[config.mk]
export PLATFORM = sky130hd
export DESIGN_NAME = opsm_ctrl
export DESIGN_NICKNAME = d
export VERILOG_FILES = /design/src/rtl/opsm_pkg.sv /design/src/rtl/opsm_req_decode.sv /design/src/rtl/opsm_idle_qual.sv /design/src/rtl/opsm_status_pack.sv /design/src/rtl/opsm_ctrl.sv
export SDC_FILE = /design/constraint.sdc
export NUM_CORES = 1
export LEC_CHECK = 0
export BUFFER_PORTS_ARGS = -buffer_cell sky130_fd_sc_hd__buf_2
export CAP_MARGIN = 30
export CORE_AREA = 2 2 39 41
export DETAILED_ROUTE_END_ITERATION = 8
export DIE_AREA = 0 0 41 43
export PLACE_DENSITY = 0.7
export SETUP_SLACK_MARGIN = 0.3
export SYNTH_ARGS = -nofsm -noshare
export SYNTH_HDL_FRONTEND = slang
export SYNTH_SLANG_ARGS = --single-unit
[constraint.sdc]
create_clock -name clk -period 1.4 [get_ports clk]
set_input_delay 0.07 -clock clk [delete_from_list [all_inputs] [get_ports clk]]
set_output_delay 0.07 -clock clk [all_outputs]
set_load 0.02 [all_outputs]
[src/rtl/opsm_pkg.sv]
package opsm_pkg;

  localparam int unsigned STATE_W  = 3;
  localparam int unsigned SRC_W    = 3;
  localparam int unsigned STATUS_W = 8;

  typedef enum logic [STATE_W-1:0] {
    ST_INIT    = 3'd0,
    ST_CFG     = 3'd1,
    ST_CFG_REQ = 3'd2,
    ST_ACC     = 3'd3,
    ST_ACC_REQ = 3'd4,
    ST_LP      = 3'd5,
    ST_LP_ENT  = 3'd6,
    ST_LP_EXIT = 3'd7
  } op_state_e;

  typedef enum logic [2:0] {
    RQ_INIT  = 3'd0,
    RQ_CFG   = 3'd1,
    RQ_GO    = 3'd2,
    RQ_SLEEP = 3'd3,
    RQ_WAKE  = 3'd4
  } op_req_e;

  typedef enum logic [SRC_W-1:0] {
    SRC_NONE = 3'd0,
    SRC_HW   = 3'd1,
    SRC_SW   = 3'd2
  } lp_src_e;

  typedef struct packed {
    logic cfg;
    logic go;
    logic sleep;
    logic wake;
  } req_hit_t;

endpackage

[src/rtl/opsm_req_decode.sv]
module opsm_req_decode
  import opsm_pkg::*;
(
  input  op_state_e        state,
  input  logic             req_valid,
  input  logic [2:0]       req_code,
  output req_hit_t         hit
);

  logic is_cfg, is_go, is_sleep, is_wake;

  always_comb begin
    is_cfg   = req_valid && (req_code == RQ_CFG);
    is_go    = req_valid && (req_code == RQ_GO);
    is_sleep = req_valid && (req_code == RQ_SLEEP);
    is_wake  = req_valid && (req_code == RQ_WAKE);
  end

  // Only requests legal in the present state get through.
  always_comb begin
    hit       = '0;
    hit.cfg   = is_cfg   && ((state == ST_INIT) || (state == ST_ACC));
    hit.go    = is_go    && (state == ST_CFG);
    hit.sleep = is_sleep && (state == ST_ACC);
    hit.wake  = is_wake  && (state == ST_LP);
  end

endmodule

[src/rtl/opsm_idle_qual.sv]
module opsm_idle_qual #(
  parameter int unsigned IDLE_CYCLES = 4
) (
  input  logic clk,
  input  logic rst_n,
  input  logic arm,
  input  logic idle,
  output logic fire
);

  localparam int unsigned CNT_W = (IDLE_CYCLES > 1) ? $clog2(IDLE_CYCLES) : 1;
  localparam logic [CNT_W-1:0] CNT_LAST = CNT_W'(IDLE_CYCLES - 1);

  logic qualify;
  assign qualify = arm && idle;

  generate
    if (IDLE_CYCLES <= 1) begin : g_direct
      assign fire = qualify;
    end else begin : g_count
      logic [CNT_W-1:0] cnt_q, cnt_d;
      logic             cnt_en;

      always_comb begin
        cnt_d = cnt_q;
        if (!qualify) begin
          cnt_d = '0;
        end else if (cnt_q != CNT_LAST) begin
          cnt_d = cnt_q + 1'b1;
        end
        cnt_en = (cnt_d != cnt_q);
      end

      always_ff @(posedge clk or negedge rst_n) begin
        if (!rst_n) begin
          cnt_q <= '0;
        end else if (cnt_en) begin
          cnt_q <= cnt_d;
        end
      end

      assign fire = qualify && (cnt_q == CNT_LAST);
    end
  endgenerate

endmodule

[src/rtl/opsm_status_pack.sv]
module opsm_status_pack
  import opsm_pkg::*;
(
  input  op_state_e             state,
  input  lp_src_e               src,
  output logic [STATUS_W-1:0]   status
);

  always_comb begin
    status      = '0;
    status[2:0] = state;
    status[6:4] = src;
  end

endmodule

[src/rtl/opsm_ctrl.sv]
module opsm_ctrl
  import opsm_pkg::*;
#(
  parameter int unsigned IDLE_CYCLES = 4
) (
  input  logic       clk,
  input  logic       rst_n,
  input  logic       req_valid,
  input  logic [2:0] req_code,
  input  logic       cmd_ready,
  input  logic       dram_idle,
  input  logic       hw_lp_en,
  output logic [7:0] status
);

  op_state_e state_q, state_d;
  lp_src_e   src_q, src_d;
  logic      upd_en;
  req_hit_t  hit;
  logic      hw_fire;
  logic      hw_arm;

  opsm_req_decode u_dec (
    .state     (state_q),
    .req_valid (req_valid),
    .req_code  (req_code),
    .hit       (hit)
  );

  assign hw_arm = (state_q == ST_ACC) && hw_lp_en;

  opsm_idle_qual #(.IDLE_CYCLES(IDLE_CYCLES)) u_idle (
    .clk   (clk),
    .rst_n (rst_n),
    .arm   (hw_arm),
    .idle  (dram_idle),
    .fire  (hw_fire)
  );

  always_comb begin
    state_d = state_q;
    src_d   = src_q;
    unique case (state_q)
      ST_INIT: begin
        if (hit.cfg) state_d = ST_CFG_REQ;
      end
      ST_CFG: begin
        if (hit.go) state_d = ST_ACC_REQ;
      end
      ST_CFG_REQ: begin
        if (cmd_ready) state_d = ST_CFG;
      end
      ST_ACC: begin
        if (hit.cfg) begin
          state_d = ST_CFG_REQ;
        end else if (hit.sleep) begin
          state_d = ST_LP_ENT;
          src_d   = SRC_SW;
        end else if (hw_fire) begin
          state_d = ST_LP_ENT;
          src_d   = SRC_HW;
        end
      end
      ST_ACC_REQ: begin
        if (cmd_ready) state_d = ST_ACC;
      end
      ST_LP: begin
        if (hit.wake || ((src_q == SRC_HW) && !dram_idle)) state_d = ST_LP_EXIT;
      end
      ST_LP_ENT: begin
        if (cmd_ready) state_d = ST_LP;
      end
      ST_LP_EXIT: begin
        if (cmd_ready) begin
          state_d = ST_ACC;
          src_d   = SRC_NONE;
        end
      end
      default: begin
        state_d = ST_INIT;
        src_d   = SRC_NONE;
      end
    endcase
    upd_en = (state_d != state_q) || (src_d != src_q);
  end

  always_ff @(posedge clk or negedge rst_n) begin
    if (!rst_n) begin
      state_q <= ST_INIT;
      src_q   <= SRC_NONE;
    end else if (upd_en) begin
      state_q <= state_d;
      src_q   <= src_d;
    end
  end

  opsm_status_pack u_stat (
    .state  (state_q),
    .src    (src_q),
    .status (status)
  );

endmodule

# == Word level (Yosys, flattened, before mapping) ==
# Cells that the tools add are included.
# totals
reg_bits,8
in_bits,9
out_inout_bits,8
word_cells,56
# classes
n_addsub,1
eq_ne,17
muxes,17
reduce_logical,18
# ops
operator,count
two-way mux 3 bit,13
one-hot mux 3 bit (7 select lines),1
"equality test 3 bit, second input constant",5
"equality test 3 x 2 -> 1 bit, second input constant",4
logical AND 1 bit,12
"equality test 3 x 1 -> 1 bit, second input constant",3
inequality test 3 bit,2
one-hot mux 3 bit (2 select lines),1
two-way mux 2 bit,2
logical NOT 3 bit,1
logical OR 1 bit,3
"adder 2 x 1 -> 2 bit, second input constant",1
"equality test 2 bit, second input constant",1
inequality test 2 bit,1
"inequality test 2 bit, second input constant",1
OR reduction 2 bit,1
logical NOT 1 bit,1

# == Depth between registers and ports, before layout ==
# depth
word_depth,10
mapped_depth,4
ltp_nobuf,3

# == By module ==
# From an unflattened synthesis, not the netlist that was laid out.
# unflattened
cells_unflattened,65
hier_area_um2,573.0
# by_module_without_submodules
module,instances,cells_each,area_per_inst_um2
opsm_ctrl,1,37,350.3
opsm_idle_qual,1,9,86.3
opsm_req_decode,1,10,72.6
opsm_status_pack,1,9,63.8

# == Worst setup path after synthesis ==
# OpenSTA, ideal clock, no wires.
# synth_timing
path_kind,register to register
from,register state_q[2]
to,register src_q[2]
setup_time_ns,0.121
t_arrival_ns,1.249
required_ns,1.279
path_slack_ns,0.030
stages_incl_launch_ff,5
n_path_buf,1
synth_period_minus_slack_ns,1.370
path_cell_list,dfrtp_1 > buf_6 > and3b_2 > nor3b_4 > and4b_1
# synth_via
elab_chain_len,10
elab_cells_between_ends,35
classes_between,eq/ne: 9; mux: 14; reduce/logical: 12
# synth_lines
element,line_no,source
from (decl),opsm_ctrl.sv:16,"op_state_e state_q, state_d;"
from (signal assigned),opsm_ctrl.sv:92,state_q <= state_d;
equality test 3 x 2 -> 1 bit,-,
logical AND 1 bit,opsm_ctrl.sv:30,assign hw_arm = (state_q == ST_ACC) && hw_lp_en;
logical AND 1 bit,opsm_idle_qual.sv:15,assign qualify = arm && idle;
logical AND 1 bit,opsm_idle_qual.sv:42,assign fire = qualify && (cnt_q == CNT_LAST);
two-way mux 3 bit,opsm_ctrl.sv:59,end else if (hw_fire) begin
two-way mux 3 bit,opsm_ctrl.sv:56,end else if (hit.sleep) begin
two-way mux 3 bit,opsm_ctrl.sv:54,if (hit.cfg) begin
one-hot mux 3 bit (7 select lines) / one-hot mux 3 bit (2 select lines) (equally long branches),opsm_ctrl.sv:43,unique case (state_q)
inequality test 3 bit,opsm_ctrl.sv:84,upd_en = (state_d != state_q) || (src_d != src_q);
logical OR 1 bit,opsm_ctrl.sv:84,
to (signal assigned),opsm_ctrl.sv:93,src_q <= src_d;
to (decl),opsm_ctrl.sv:17,"lp_src_e src_q, src_d;"
# Parallel ways exist; a longest one is shown, timed or not.
# A chain may end at the register's enable or synchronous reset.

# == Worst setup path in the final report ==
# Ends and elaborated chain as after synthesis.

==> results.ini <==
[setup_path]
cp-end-kind=flop
crit_fanout=4
regToRegStartpoint=state_q[2]$_DFFE_PN0P_
worstRegToRegCells=3
startpoint_type=flop
crit_start=state_q[2]$_DFFE_PN0P_
critical_path_class=flop to flop
r2r_slack_ns=0.17
crit_end=src_q[2]$_DFFE_PN0P_
regToRegEndpoint=src_q[2]$_DFFE_PN0P_
crit_required_ns=1.54
worst_ep_arrival_time_ns=1.38

[sta]
fin_crit_sh_pct=88.0
fin_crit_ns=1.23
worst_clock_skew_ns=0.0107
rsz0062_at_grt=yes
worst_slack_ns=0.168
fin_setup_tns_ns=0
fmax_mhz=812
setup_viol=0
hold_viol_final=0
maxSlewViolCount=0

[synth]
netlist.area_leader.share_pct=43.1
synth_ff_type=dfrtp_1
avgSynthCellArea_um2=10.3
synthTopCellsByArea=dfrtp_1, nor4bb_1, nor3b_4
synth_edf_count=0
synthTopCellsByCount=dfrtp_1, nor2_1, o21ai_0
ys_seq_elements=8
synth_cell_types=27
ys_seq_area_share_pct=43.1
synth_largest_area_cell=dfrtp_1
yosysMostFrequentCell=dfrtp_1
yosys_warnings=0
synthCells=45
syn-cell-area_um2=464
synthArstFlopShare_pct=100

[finish]
syn2layout_area_growth_pct=36.7
multi_input_area_um2=244
drive_above_1_share_pct=46.4
seqCellArea_um2=204
n_fill_cell=142
diodes=0
final_nets=79

[floorplanning]
rows=14
dieHeight_um=43
core_um2=1380
die_area_um2=1760
ios=17
start_util_pct=33.5
fp.dieW_um=41

[grt]
grt-ovfl-total=0
grtUsageTotal_pct=14.6
antenna_found_initial=0
grt_pass1_wl_mm=1.68
grt_max_degree=10
first_global_vias=411

[route]
first_iter_violations=11
num_vias=429
final_antenna_net_count=0
drt_wl_total_mm=1.08
route.detailed.drc=0
highest_layer=met4
wl_met2_um=495
via_per_inst=5.05
m1WireLength_um=522
wl_met3_um=37
drt-pass1-iter-count=4
wire_per_inst_um=12.6

[clock_network]
numCtsBuffers=3
worst_skew_pair.late_latency_ns=0.27
root_buffer=clkbuf_4
cts_max_level=1
cts_tree=yes
cts_max_path_buffers=2
clkTransAtPathRegs_ns=0.07
cts_sinks=8

[placed_design]
io_buffers=14
place_congestion=0.722
place_hpwl_um=790
place_ws_ns=0.163

[power]
p_per_area_nw_per_um2=1570
power.leakage_uw=0.000312
ir_worst_vdd_uv=643

[hold_path]
holdPathStages=3
hold_class=input port to flop

[flow_run]
maxCapViolCount=0

[outcome]
outcome=finished clean

## where the power goes
part | switching, µW | total, µW | internal (µW)
combinational | 213 | 439 | 226
sequential | 64.8 | 357 | 292
clock | 92.0 | 202 | 110
## critical path, stage by stage (launching register included)
cell and delay, ns:
dfrtp_2 0.40, and3b_2 0.26, nor3b_4 0.23, and4b_1 0.22
## sequential cells by signal, summed over array words and instances (netlist names)
signal                flops
state_q                   3
u_idle.g_count.cnt_q      2
src_q                     3
## area by class of cell
| class | count | area share [%] |
|---|---|---|
| Inverter | 2 | 1.18 |
| Clock buffer | 4 | 4.14 |
| Multi-Input combinational cell | 33 | 38.5 |
| Sequential cell | 8 | 32.1 |
| Timing Repair Buffer | 22 | 20.9 |
| Tap cell | 16 | 3.16 |
## cell usage in the layout (no fill, tap or decap), drive strengths merged
| cell type | netlist | routed |
|---|---|---|
| o21a | 1 | 1 |
| clkbuf | 0 | 4 |
| and4b | 1 | 1 |
| nand3 | 2 | 2 |
| o21ai | 3 | 3 |
| nand2 | 1 | 1 |
| nor2b | 1 | 1 |
| inv | 2 | 2 |
| nor4b | 1 | 1 |
| dlygate4sd3 | 0 | 1 |
| a211o | 1 | 1 |
| o21bai | 1 | 1 |
| a21oi | 2 | 2 |
| a31o | 1 | 1 |
| and3b | 3 | 3 |
| a22oi | 1 | 1 |
| nor3b | 1 | 1 |
| nand4 | 2 | 2 |
| conb | 1 | 2 |
| dfrtp | 8 | 8 |
| nor4bb | 2 | 2 |
| and2b | 1 | 1 |
| o311ai | 1 | 1 |
| nor2 | 3 | 3 |
| o211ai | 1 | 1 |
| nand4b | 1 | 1 |
| buf | 3 | 21 |
## cells by family (layout without fill, tap and decap cells)
family | Yosys count | count (layout) | synth area share [%]
and+or+nand+nor | 19 | 19 | 31.3
buffers and inverters | 5 | 28 | 7.28
other | 1 | 2 | 0.808
DFF | 8 | 8 | 43.1
AOI/OAI and AO/OA | 12 | 12 | 17.5
## stage by stage
step	cells	util, %	hold WS (ns)	cell area (µm²)	total power, µW
after CTS	80	42.9	0.0805	593	919
after global routing	85	45.8	0.0844	634	1050
after global placement	74	39.2	-0.0791	542	687
after floorplan	46	-	-0.226	470	597
after detailed placement	74	39.2	-0.0751	542	696
final	85	45.8	0.0864	634	998
## routing by layer
metal	GRT usage, %	up-vias
li1	-	214
met1	18.9	196
met2	20.6	15
met3	3.14	4
met4	10.0	0
met5	0	-
## worst min path at each step
stage,startpoint,to
after global placement,rst_n,u_idle.g_count.cnt_q[1]$_DFFE_PN0P_
after CTS,hw_lp_en,u_idle.g_count.cnt_q[0]$_DFFE_PN0P_
final,hw_lp_en,u_idle.g_count.cnt_q[0]$_DFFE_PN0P_
after global routing,hw_lp_en,u_idle.g_count.cnt_q[0]$_DFFE_PN0P_
after floorplan,rst_n,src_q[0]$_DFFE_PN0P_
after detailed placement,rst_n,src_q[0]$_DFFE_PN0P_
## what timing repair did
| item | CTS | global route |
|---|---|---|
| pin swaps | 0 | 1 |
| setup buffers | 1 | 5 |
| endpoints found under the hold margin | 8 | 0 |
| resized for setup | 2 | 2 |
| hold buffers | 1 | 0 |
| setup endpoints to repair | 6 | 8 |
| gates cloned | 0 | 0 |
(Power assumes the default switching activity.)
